### src/rtl/mul_pkg.sv
package mul_pkg;
  typedef enum logic [1:0] {
    ST_IDLE = 2'd0,
    ST_RUN  = 2'd1,
    ST_DONE = 2'd2
  } mul_state_e;
endpackage

### src/rtl/mul_rca.sv
module mul_rca #(
  parameter int N = 4
) (
  input  logic [N-1:0] a_i,
  input  logic [N-1:0] b_i,
  input  logic         cin_i,
  output logic [N-1:0] sum_o,
  output logic         cout_o
);
  logic [N:0] c;
  assign c[0] = cin_i;
  for (genvar i = 0; i < N; i++) begin : g_fa
    assign sum_o[i] = a_i[i] ^ b_i[i] ^ c[i];
    assign c[i+1]   = (a_i[i] & b_i[i]) | (c[i] & (a_i[i] ^ b_i[i]));
  end
  assign cout_o = c[N];
endmodule

### src/rtl/mul_csel_add.sv
module mul_csel_add #(
  parameter int W   = 8,
  parameter int SEG = 4
) (
  input  logic [W-1:0] a_i,
  input  logic [W-1:0] b_i,
  input  logic         cin_i,
  output logic [W-1:0] sum_o,
  output logic         cout_o
);
  localparam int NSEG = W / SEG;
  logic [NSEG:0] c;
  assign c[0] = cin_i;

  for (genvar s = 0; s < NSEG; s++) begin : g_seg
    if (s == 0) begin : g_low
      mul_rca #(.N(SEG)) u_rca (
        .a_i(a_i[SEG-1:0]), .b_i(b_i[SEG-1:0]), .cin_i(c[0]),
        .sum_o(sum_o[SEG-1:0]), .cout_o(c[1]));
    end else begin : g_hi
      logic [SEG-1:0] s0, s1;
      logic           c0, c1;
      // both carry-in cases precomputed, selected by incoming carry
      mul_rca #(.N(SEG)) u_rca0 (
        .a_i(a_i[s*SEG +: SEG]), .b_i(b_i[s*SEG +: SEG]), .cin_i(1'b0),
        .sum_o(s0), .cout_o(c0));
      mul_rca #(.N(SEG)) u_rca1 (
        .a_i(a_i[s*SEG +: SEG]), .b_i(b_i[s*SEG +: SEG]), .cin_i(1'b1),
        .sum_o(s1), .cout_o(c1));
      assign sum_o[s*SEG +: SEG] = c[s] ? s1 : s0;
      assign c[s+1]              = c[s] ? c1 : c0;
    end
  end
  assign cout_o = c[NSEG];
endmodule

### src/rtl/mul_ctrl.sv
module mul_ctrl
  import mul_pkg::*;
#(
  parameter int W = 8
) (
  input  logic clk_i,
  input  logic rst_ni,
  input  logic start_i,
  output logic load_o,
  output logic run_o,
  output logic done_o
);
  localparam int CW = (W > 1) ? $clog2(W) : 1;
  localparam logic [CW-1:0] LAST = CW'(W - 1);

  mul_state_e state_q, state_d;
  logic [CW-1:0] cnt_q;

  always_comb begin
    state_d = state_q;
    unique case (state_q)
      ST_IDLE: if (start_i) state_d = ST_RUN;
      ST_RUN:  if (cnt_q == LAST) state_d = ST_DONE;
      ST_DONE: state_d = ST_IDLE;
      default: state_d = ST_IDLE;
    endcase
  end

  always_ff @(posedge clk_i or negedge rst_ni) begin
    if (!rst_ni) begin
      state_q <= ST_IDLE;
      cnt_q   <= '0;
    end else begin
      state_q <= state_d;
      if (state_q == ST_RUN) cnt_q <= cnt_q + 1'b1;
      else                   cnt_q <= '0;
    end
  end

  assign load_o = (state_q == ST_IDLE) && start_i;
  assign run_o  = (state_q == ST_RUN);
  assign done_o = (state_q == ST_DONE);

  // run advances one step per cycle regardless of start_i
  assert_run_step_R7: assert property (@(posedge clk_i) disable iff (!rst_ni)
    (state_q == ST_RUN && cnt_q != LAST) |=>
      (state_q == ST_RUN && cnt_q == $past(cnt_q) + 1'b1));
  assert_run_len_R5: assert property (@(posedge clk_i) disable iff (!rst_ni)
    (state_q == ST_RUN && cnt_q == LAST) |=> done_o);
  assert_done_pulse_R5: assert property (@(posedge clk_i) disable iff (!rst_ni)
    done_o |=> !done_o);
endmodule

### src/rtl/mul_datapath.sv
module mul_datapath #(
  parameter int W   = 8,
  parameter int SEG = 4
) (
  input  logic           clk_i,
  input  logic           rst_ni,
  input  logic           load_i,
  input  logic           run_i,
  input  logic [W-1:0]   a_i,
  input  logic [W-1:0]   b_i,
  output logic [2*W-1:0] prod_o
);
  localparam int RW = 2 * W + 1;

  logic [W-1:0]  mcand_q;
  logic [RW-1:0] res_q;
  logic [W-1:0]  addend, add_sum;
  logic          add_co;

  // deletion: zero multiplier bit contributes no partial product
  assign addend = res_q[0] ? mcand_q : '0;

  mul_csel_add #(.W(W), .SEG(SEG)) u_add (
    .a_i(res_q[2*W-1:W]), .b_i(addend), .cin_i(1'b0),
    .sum_o(add_sum), .cout_o(add_co));

  always_ff @(posedge clk_i or negedge rst_ni) begin
    if (!rst_ni) begin
      mcand_q <= '0;
      res_q   <= '0;
    end else if (load_i) begin
      mcand_q <= a_i;
      res_q   <= {{(W+1){1'b0}}, b_i};
    end else if (run_i) begin
      res_q   <= {1'b0, add_co, add_sum, res_q[W-1:1]};
    end
  end

  assign prod_o = res_q[2*W-1:0];

  assert_mcand_hold_R2: assert property (@(posedge clk_i) disable iff (!rst_ni)
    !load_i |=> $stable(mcand_q));
  assert_load_R3: assert property (@(posedge clk_i) disable iff (!rst_ni)
    load_i |=> res_q == {{(W+1){1'b0}}, $past(b_i)});
  assert_skip_zero_R4: assert property (@(posedge clk_i) disable iff (!rst_ni)
    (run_i && !res_q[0]) |=> res_q == {1'b0, $past(res_q[RW-1:1])});
  assert_add_exact_R8: assert property (@(posedge clk_i) disable iff (!rst_ni)
    (run_i && res_q[0]) |->
      {add_co, add_sum} == ({1'b0, res_q[2*W-1:W]} + {1'b0, mcand_q}));
endmodule

### src/rtl/seq_csel_mul.sv
module seq_csel_mul #(
  parameter int W   = 8,
  parameter int SEG = 4
) (
  input  logic           clk_i,
  input  logic           rst_ni,
  input  logic           start_i,
  input  logic [W-1:0]   a_i,
  input  logic [W-1:0]   b_i,
  output logic [2*W-1:0] product_o,
  output logic           done_o
);
  logic load, run;

  mul_ctrl #(.W(W)) u_ctrl (
    .clk_i(clk_i), .rst_ni(rst_ni), .start_i(start_i),
    .load_o(load), .run_o(run), .done_o(done_o));

  mul_datapath #(.W(W), .SEG(SEG)) u_dp (
    .clk_i(clk_i), .rst_ni(rst_ni), .load_i(load), .run_i(run),
    .a_i(a_i), .b_i(b_i), .prod_o(product_o));

  // result holds while idle after completion
  assert_hold_R9: assert property (@(posedge clk_i) disable iff (!rst_ni)
    (!load && !run) |=> $stable(product_o));
endmodule

### config.mk
export PLATFORM = sky130hd
export DESIGN_NAME = seq_csel_mul
export DESIGN_NICKNAME = d
export VERILOG_FILES = /design/src/rtl/mul_pkg.sv /design/src/rtl/mul_rca.sv /design/src/rtl/mul_csel_add.sv /design/src/rtl/mul_ctrl.sv /design/src/rtl/mul_datapath.sv /design/src/rtl/seq_csel_mul.sv
export SDC_FILE = /design/constraint.sdc
export NUM_CORES = 1
export LEC_CHECK = 0
export ABC_CLOCK_PERIOD_IN_PS = 3030
export BUFFER_PORTS_ARGS = -buffer_cell sky130_fd_sc_hd__buf_2
export CAP_MARGIN = 20
export CORE_UTILIZATION = 25
export CTS_BUF_LIST = sky130_fd_sc_hd__clkbuf_16
export DETAILED_ROUTE_END_ITERATION = 8
export GPL_TIMING_DRIVEN = 0
export PLACE_DENSITY = 0.52
export SLEW_MARGIN = 40
export SYNTH_ARGS = -nofsm -noshare
export SYNTH_HDL_FRONTEND = slang
export SYNTH_SLANG_ARGS = --single-unit
### constraint.sdc
create_clock -name clk_i -period 3.03 [get_ports clk_i]
set_input_delay 0.4545 -clock clk_i [delete_from_list [all_inputs] [get_ports clk_i]]
set_output_delay 0.4545 -clock clk_i [all_outputs]
set_load 0.005 [all_outputs]
# After elaboration in Yosys (flattened, before gate mapping)
# Cells that the tools add are included.
[classes]
n_addsub = 1
n_eq_ne = 5
mux = 9
bitwise = 45
n_reduce_logical = 4
[ops]
columns = ["operator", "n"]
rows = [
  ["16-bit two-way mux", 2],
  ["1-bit bitwise AND", 17],
  ["1-bit XOR", 17],
  ["1-bit OR", 10],
  ["8-bit two-way mux", 1],
  ["2-bit two-way mux", 2],
  ["4-bit two-way mux", 1],
  ["2-bit case mux with 2 select lines", 1],
  ["3-bit by 1-bit adder with 3-bit output (second input constant)", 1],
  ["3-bit == test (second input constant)", 1],
  ["3-bit two-way mux", 1],
  ["2-bit by 1-bit == test with 1-bit output (second input constant)", 1],
  ["2-bit == test (second input constant)", 1],
  ["2-bit logical NOT", 1],
  ["2-bit by 1-bit != test with 1-bit output (second input constant)", 1],
  ["2-bit != test (second input constant)", 1],
  ["2-bit AND reduction", 1],
  ["2-bit nonzero test", 1],
  ["1-bit logical AND", 1],
  ["1-bit two-way mux", 1],
  ["1-bit NOT", 1],
]
[word_totals]
ff_bits = 29
in_bits = 19
output_inout_bits = 17
wordCells = 68

# Depth between registers and ports, before layout
# Gate-level depths: netlist of the first run.
[depth]
word_depth = 12
ltp_mapped = 14
mapped_depth_nobuf = 14

# Hierarchy
# A second synthesis of the first run with hierarchy kept.
[hier_totals]
cells_unflattened = 153
area_unflattened_um2 = 1730.4
[modules_own_cells]
columns = ["mod", "instances", "cells_each", "area_each_um2", "seq_area_each_um2"]
rows = [
  ["mul_datapath", 1, 87, 1091.0, 600.6],
  ["mul_rca", 3, 14, 117.6, 0.0],
  ["mul_ctrl", 1, 17, 222.7, 125.1],
  ["mul_csel_add", 1, 7, 63.8, 0.0],
]

# Least setup slack after synthesis of the first run
# Ideal clock, no wire load.
[synth_path]
path_type = "register to register"
from = "reg u_dp.res_q[0]"
to = "reg u_dp.res_q[14]"
setup_ns = 0.083
arrival_ns = 3.124
required_ns = 2.947
path_slack_ns = -0.177
path_stages_with_launch = 15
path_buffers = 0
period_less_slack_ns = 3.207
path_cell_list = "dfrtp_1 > and2_1 > ha_1 > fa_1 > inv_1 > fa_1 > inv_1 > fa_1 > mux2i_1 > fa_1 > inv_1 > fa_1 > inv_1 > fa_1 > o21ai_0"
[synth_via]
elab_chain_len = 11
word_cells_on_any_way = 35
classes_between = "4 x mux; 31 x bitwise"
[synth_rtl]
columns = ["item", "line", "rtl"]
rows = [
  ["start: declaration", "mul_datapath.sv:16", "logic [RW-1:0] res_q;"],
  ["start signal: assignment", "mul_datapath.sv:33", "res_q <= {{(W+1){1'b0}}, b_i};"],
  ["start signal: assignment", "mul_datapath.sv:35", "res_q <= {1'b0, add_co, add_sum, res_q[W-1:1]};"],
  ["8-bit two-way mux (*)", "mul_datapath.sv:21", "assign addend = res_q[0] ? mcand_q : '0;"],
  ["1-bit bitwise AND or 1-bit XOR (tied branches)", "mul_rca.sv:14", "assign c[i+1] = (a_i[i] & b_i[i]) | (c[i] & (a_i[i] ^ b_i[i]));"],
  ["1-bit OR or 1-bit bitwise AND (tied branches)", "mul_rca.sv:14", ""],
  ["1-bit bitwise AND or 1-bit OR (tied branches)", "mul_rca.sv:14", ""],
  ["1-bit OR or 1-bit bitwise AND (tied branches)", "mul_rca.sv:14", ""],
  ["1-bit bitwise AND or 1-bit OR (tied branches)", "mul_rca.sv:14", ""],
  ["1-bit OR or 1-bit bitwise AND (tied branches)", "mul_rca.sv:14", ""],
  ["1-bit XOR or 1-bit OR (tied branches)", "mul_rca.sv:13, mul_rca.sv:14", ""],
  ["4-bit two-way mux (*)", "mul_csel_add.sv:30", "assign sum_o[s*SEG +: SEG] = c[s] ? s1 : s0;"],
  ["16-bit two-way mux (*)", "mul_datapath.sv:34", "end else if (run_i) begin"],
  ["16-bit two-way mux (*)", "mul_datapath.sv:31", "end else if (load_i) begin"],
]
# Every way passes the cells marked *; elsewhere a longest branch is shown, timed or not. The select of a mux whose other input is x is not followed.
# A chain may end at the register's enable or synchronous reset.

# Worst setup path in the final report of the first run
# Same ends and word-level chain as after synthesis.

==> impl_metrics.toml, run 1 <==
[run_status]
violations = "setup timing"
status = "finished with violations"

[critical_path]
critPathKind = "flop to flop"
worst_setup_path_start_kind = "flop"
crit_path_top_delay_cell = "fa_2"
cp.arrival_ns = 3.32
required_ns = 3.17
worst-path-max-fanout = 3
end_kind = "flop"
cpPeakStageDelay_ns = 0.50
r2r_setup_slack_ns = -0.14
worstPathCellList = "and2_4, ha_4, fa_2, inv_2, fa_2, inv_2, fa_2, mux2i_2, fa_2, inv_2, fa_2, inv_2, fa_2, o21ai_1"
path_buf_inv = 4
path_delay_family = "adder cells"
crit_top_cell = "fa_2"

[yosys]
ys.flop_type = "dfrtp_1"
avgSynthCellArea_sq_um = 11.7
ys_warn_count = 0
synth_edf_count = 0
synth_cells = 124
synth_fa_ha_area_frac = 0.125
synth_xor_area_frac = 0.00601
synth-compound-area-share = 0.111
synthSimpleGateAreaFrac = 0.145
async_flop_share = 1.00
ys_seq_area_frac = 0.498
synthMuxAreaShare = 0.0687
synthesis.nets = 154
synth_top_family_by_area = "simple AND/OR/NAND/NOR gates"
netlist_area_sq_um = 1460
synth.distinct_cells = 31
ys_ff_latch = 29

[power_and_ir_drop]
p_total_w = 0.00213
swShare = 0.351
internal-power_w = 0.00139
seq_power_share = 0.335
p_sw_w = 0.000748
p_per_area_nw_per_um2 = 1110
ir_drop_mv = 0.469
p_comb_frac = 0.452
power.clock.fraction = 0.213
power.leakage_nw = 0.899

[sta]
post-route-period-util = 1.05
grt_setup_unrepaired = "true"
fmax_ghz = 0.315
tightest_slew_ns = 0.668
fin_setup_tns_ns = -0.154
slew_headroom = 0.555
whs_ns = 0.216
clock_skew_ns = 0.00193
fin_crit_ns = 3.17
setup_ws_ns = -0.142
hold_violations = 0
setup_viol = 2
slew_violations = 0

[global_routing]
grt_pass1_vias = 1074
grt_max_degree = 30
busiest_layer = "met2"
use_met1 = 0.156
use_met2 = 0.168
use_met3 = 0.0453
grt_pass1_wl_um = 5310
grt_usage = 0.117
antenna_found_initial = 0
overflow = 0

[floorplan]
core_area_sq_um = 5570
initial_core_util = 0.261
die_y_um = 78.3
die-area_sq_um = 6130
rows = 27
die_w_um = 78.3
io_pins = 36

[cts]
cts.sinks = 29
cts-buffers-inserted = 5
insertion_delay_ns = 0.27
cts_buffer_depth = 2
htreeDepth = 2
clkTransAtPathRegs_ns = 0.05
cts_tree = "done"
root_buffer = "clkbuf_16"

[worst_hold_path]
worst_hold_path_type = "input port to asynchronous set/reset pin"

[flow_run]
maxCapViolCount = 0

[finish]
seq_area_sq_um = 727
syn_to_final_growth_pct = 32.1
final_nets = 199
final_layout_size_suffix_gt1_frac = 0.435
utilization = 0.345
n_antenna_cell = 0
multi_input_area_sq_um = 707
n_fill_cell = 579
design_area_sq_um = 1920

[detailed_routing]
post_drt_wl_per_cell_um = 13.3
wl_um = 3220
final_antenna_net_count = 0
drt-initial-drc-count = 36
drcViolationCount = 0
vias = 1046
dr.pass1.iters = 4
vias_per_cell = 4.32

[place]
dp_hpwl_um = 2160
io_buffers = 35
place_congestion = 0.687
place_area_sq_um = 1730
[sequential cells by signal, indices dropped and copies added (netlist names)]
register and cells:
u_ctrl.state_q 2, u_ctrl.cnt_q 3, u_dp.res_q 16, u_dp.mcand_q 8
[Yosys cell counts, types with 3 or more instances]
cell / n / area share
nor2_1: 3 / 0.0077
ha_1: 5 / 0.043
and2_1: 7 / 0.030
mux2_2: 8 / 0.062
nand2_1: 11 / 0.028
fa_1: 6 / 0.082
nand2b_1: 5 / 0.021
inv_1: 12 / 0.031
dfrtp_1: 29 / 0.50
o21ai_0: 7 / 0.024
[per-stage QoR]
stage          setup slack, ns  cells
2_1_floorplan          -0.0987    124
3_3_place_gp            -0.289    231
3_5_place_dp            -0.338    231
4_1_cts                 -0.163    242
5_1_grt                 -0.264    242
6_report                -0.142    242
[path summary, 6_finish.rpt]
kind / cells after the start / endpoint / from
max in group asynchronous: 1 / u_dp.res_q[0] / rst_ni
setup / recovery: 14 / u_dp.res_q[14] / u_dp.res_q[0]
min in group clk_i: 2 / u_dp.mcand_q[5] / a_i[5]
setup reg to reg: 14 / u_dp.res_q[14] / u_dp.res_q[0]
hold / removal: 1 / u_dp.mcand_q[7] / rst_ni
hold reg to reg: 1 / u_ctrl.cnt_q[0] / u_ctrl.cnt_q[0]
[worst reg2reg max path: stages (launching register included)]
cell	delay, ns
dfrtp_2	0.42
and2_4	0.15
ha_4	0.15
fa_2	0.33
inv_2	0.06
fa_2	0.19
inv_2	0.04
fa_2	0.36
mux2i_2	0.17
fa_2	0.34
inv_2	0.06
fa_2	0.18
inv_2	0.04
fa_2	0.50
o21ai_1	0.05
[layout make-up]
class                           instances  area share
Sequential cell                        29       0.378
Multi-Input combinational cell         79       0.367
Timing Repair Buffer                   38       0.103
Clock buffer                            5      0.0650
Tap cell                               72      0.0468
Inverter                               12      0.0234
Buffer                                  4      0.0111
Clock inverter                          3     0.00585
[placed cells by master (no fill, tap or decap), drive strengths merged]
| cell | count |
|---|---|
| o221a | 2 |
| inv | 15 |
| nand2b | 5 |
| nor3 | 2 |
| dfrtp | 29 |
| nor2b | 1 |
| o22a | 2 |
| ha | 5 |
| mux2 | 8 |
| buf | 41 |
| a21oi | 1 |
| a211oi | 2 |
| nor2 | 4 |
| nor3b | 3 |
| clkbuf | 6 |
| nand2 | 11 |
| mux2i | 1 |
| o21ai | 7 |
| a22o | 1 |
| a2bb2oi | 2 |
| and2b | 1 |
| o21bai | 1 |
| xnor2 | 1 |
| a221o | 2 |
| and2 | 7 |
| o22ai | 2 |
| fa | 6 |
| nand3b | 2 |
[power groups by stage]
stage | sequential, W | clock (W) | combinational (W)
2_1_floorplan | 0.000707 | 0 | 0.000591
6_report | 0.000714 | 0.000455 | 0.000964
3_3_place_gp | 0.000732 | 0 | 0.000840
3_5_place_dp | 0.000730 | 0 | 0.000859
4_1_cts | 0.000717 | 0.000472 | 0.000971
5_1_grt | 0.000741 | 0.000481 | 0.00111
[cells by family (layout without fill, tap and decap cells)]
| family | Yosys count | count (layout) |
|---|---|---|
| and+or+nand+nor | 36 | 36 |
| DFF | 29 | 29 |
| AOI/OAI and AO/OA | 22 | 22 |
| buffers and inverters | 16 | 62 |
| adders and majority gates | 11 | 11 |
| muxes | 9 | 9 |
| xor gates and xnor gates | 1 | 1 |
[layer usage]
| layer | wire length [um] | up-vias |
|---|---|---|
| li1 | - | 511 |
| met1 | 1470 | 503 |
| met2 | 1470 | 26 |
| met3 | 209 | 6 |
| met4 | 61 | 0 |
| met5 | 0 | - |
[timing repair]
| item | CTS | global route |
|---|---|---|
| hold buffers | 0 | 0 |
| gates resized for setup | 13 | 4 |
| setup buffers | 3 | 0 |
| pin swaps | 5 | 2 |
| endpoints found under the setup margin | 3 | 3 |
No activity file was read; power rests on OpenSTA's default activity.
==> run 2: changes to the inputs <==
--- a/config.mk
+++ b/config.mk
@@ -8,11 +8,12 @@
 export ABC_CLOCK_PERIOD_IN_PS = 3030
 export BUFFER_PORTS_ARGS = -buffer_cell sky130_fd_sc_hd__buf_2
 export CAP_MARGIN = 20
+export CORE_MARGIN = 10
 export CORE_UTILIZATION = 25
 export CTS_BUF_LIST = sky130_fd_sc_hd__clkbuf_16
 export DETAILED_ROUTE_END_ITERATION = 8
 export GPL_TIMING_DRIVEN = 0
-export PLACE_DENSITY = 0.52
+export PLACE_DENSITY_LB_ADDON = 0.25
 export SLEW_MARGIN = 40
 export SYNTH_ARGS = -nofsm -noshare
 export SYNTH_HDL_FRONTEND = slang
==> run 2 against run 1 <==
  * The run still ends with setup timing left
  * First-iteration DRC count rose by 140%
  * Sequential share of layout area is essentially flat
  * Non-clock buffer count is the same
  * Power increased by 0.80%
  * Count of clock-buffer cells in the layout is the same
  * Largest cell class unchanged
  * Core utilization about the same
  * Critical path depth stayed put
  * Clock skew is 0.0038 ns higher
  * Register-to-register slack is essentially flat
==> impl_metrics.toml, run 2 (same netlist as run 1, synthesis figures left out) <==
[detailed_routing]
wl_um = 3490
final_antenna_net_count = 0
post_drt_wl_per_cell_um = 14.4
vias_per_cell = 4.33
drt-initial-drc-count = 86
vias = 1048
drcViolationCount = 0
dr.pass1.iters = 4

[cts]
cts.sinks = 29
htreeDepth = 2
clkTransAtPathRegs_ns = 0.05
cts_tree = "done"
hold_buffers = 0
cts_buffer_depth = 2
root_buffer = "clkbuf_16"
insertion_delay_ns = 0.27
cts-buffers-inserted = 5

[finish]
final_nets = 199
syn_to_final_growth_pct = 32.2
utilization = 0.345
top_register = "u_dp.res_q"
final_layout_size_suffix_gt1_frac = 0.429
seq_area_sq_um = 727
n_antenna_cell = 0
layout.cells.most_common_list = "buf_2, dfrtp_1, nand2_1, inv_1, mux2_2"
largest_reg_flops = 16
multi_input_area_sq_um = 707
layout_commonest_cell = "buf_2"
reg_top3 = "u_dp.res_q: 16 flops, u_dp.mcand_q: 8 flops, u_ctrl.cnt_q: 3 flops"
n_fill_cell = 590
design_area_sq_um = 1930

[place]
io_buffers = 35
place_area_sq_um = 1730
place_congestion = 0.722
dp_slack_ns = -0.304
dp_hpwl_um = 2510

[floorplan]
die-area_sq_um = 9280
die_y_um = 96.3
initial_core_util = 0.261
core_area_sq_um = 5570
rows = 27
io_pins = 36
die_w_um = 96.3

[sta]
fmax_ghz = 0.315
slew_violations = 0
fin_crit_ns = 3.17
setup_ws_ns = -0.141
hold_violations = 0
slew_headroom = 0.537
clock_skew_ns = 0.00576
grt_setup_unrepaired = "true"
tightest_slew_ns = 0.694
fin_setup_tns_ns = -0.202
post-route-period-util = 1.05
setup_viol = 2

[critical_path]
r2r_end = "u_dp.res_q[14]"
r2r_start = "u_dp.res_q[0]"
worst_setup_path_start_kind = "flop"
cpPeakStageDelay_ns = 0.47
path_buf_inv = 4
path_delay_family = "adder cells"
required_ns = 3.17
worstPathCellList = "and2_4, ha_4, fa_2, inv_2, fa_2, inv_2, fa_2, mux2i_4, fa_2, inv_2, fa_2, inv_2, fa_1, o21ai_1"
worst-path-max-fanout = 3
end_kind = "flop"
crit_top_cell = "fa_2"
crit_path_top_delay_cell = "fa_1"
cp.arrival_ns = 3.31
r2r_setup_slack_ns = -0.14
critPathKind = "flop to flop"
worstRegToRegCells = 14

[global_routing]
grt_pass1_vias = 1156
antenna_found_initial = 0
grt_max_degree = 30
use_met1 = 0.107
busiest_layer = "met2"
grt_usage = 0.0837
overflow = 0
use_met2 = 0.130
use_met3 = 0.0296
grt_pass1_wl_um = 5930

[power_and_ir_drop]
internal-power_w = 0.00140
p_sw_w = 0.000755
power.clock.fraction = 0.215
power.leakage_nw = 0.890
p_per_area_nw_per_um2 = 1120
ir_drop_mv = 0.502
swShare = 0.351
p_comb_frac = 0.452
seq_power_share = 0.334

[run_status]
status = "finished with violations"
violations = "setup timing"

[flow_run]
maxCapViolCount = 0

[worst_hold_path]
worst_hold_path_type = "input port to asynchronous set/reset pin"
## run 2: changes by cell type in the layout (fill, tap and decap cells not counted)
cell,before,now
clkinv_1,0,2
clkinv_2,0,1
fa_1,0,1
fa_2,6,5
inv_1,11,8
mux2i_2,1,0
mux2i_4,0,1
o22ai_1,1,2
o22ai_2,1,0
## run 2: final cells by class
cell class | instances | area share
flip-flops and latches | 29 | 0.378
multi-input cells | 79 | 0.367
repair buffers | 38 | 0.103
clock buffers | 5 | 0.0650
well taps | 72 | 0.0468
inverters | 12 | 0.0234
plain buffers | 4 | 0.0110
clock inverters | 3 | 0.00650
## run 2: timing repair
| item | in CTS | in global routing |
|---|---|---|
| setup endpoints to repair | 3 | 3 |
| buffers inserted | 2 | 1 |
| pin swaps | 6 | 7 |
| gates resized for setup | 14 | 2 |
## run 2: how the worst max path moves through the flow
stage | depth (start not counted) | start | to
after global placement | 14 | u_dp.res_q[0] | u_dp.res_q[14]
after CTS | 14 | u_dp.res_q[0] | u_dp.res_q[14]
final | 14 | u_dp.res_q[0] | u_dp.res_q[14]
after floorplan | 14 | u_dp.res_q[0] | u_dp.res_q[14]
after global routing | 14 | u_dp.res_q[0] | u_dp.res_q[14]
after detailed placement | 14 | u_dp.res_q[0] | u_dp.res_q[14]
## run 2: power by group through the flow
| stage | Combinational, W | Sequential, W | Clock, W |
|---|---|---|---|
| after floorplan | 0.000591 | 0.000707 | 0 |
| after global placement | 0.000857 | 0.000729 | 0 |
| after detailed placement | 0.000865 | 0.000732 | 0 |
| after CTS | 0.000974 | 0.000723 | 0.000472 |
| after global routing | 0.00114 | 0.000744 | 0.000493 |
| final | 0.000971 | 0.000717 | 0.000462 |
## run 2: metrics by stage
stage | hold slack (ns) | power [W] | cells
floorplan | 0.159 | 0.00130 | 124
global placement | 0.427 | 0.00159 | 231
detailed placement | 0.428 | 0.00160 | 231
CTS | 0.250 | 0.00217 | 241
global route | 0.286 | 0.00237 | 242
finish | 0.228 | 0.00215 | 242
## run 2: layer usage
layer,share of wire,vias up
li1,-,512
met1,0.46,511
met2,0.48,20
met3,0.048,5
met4,0.010,0
met5,0,-
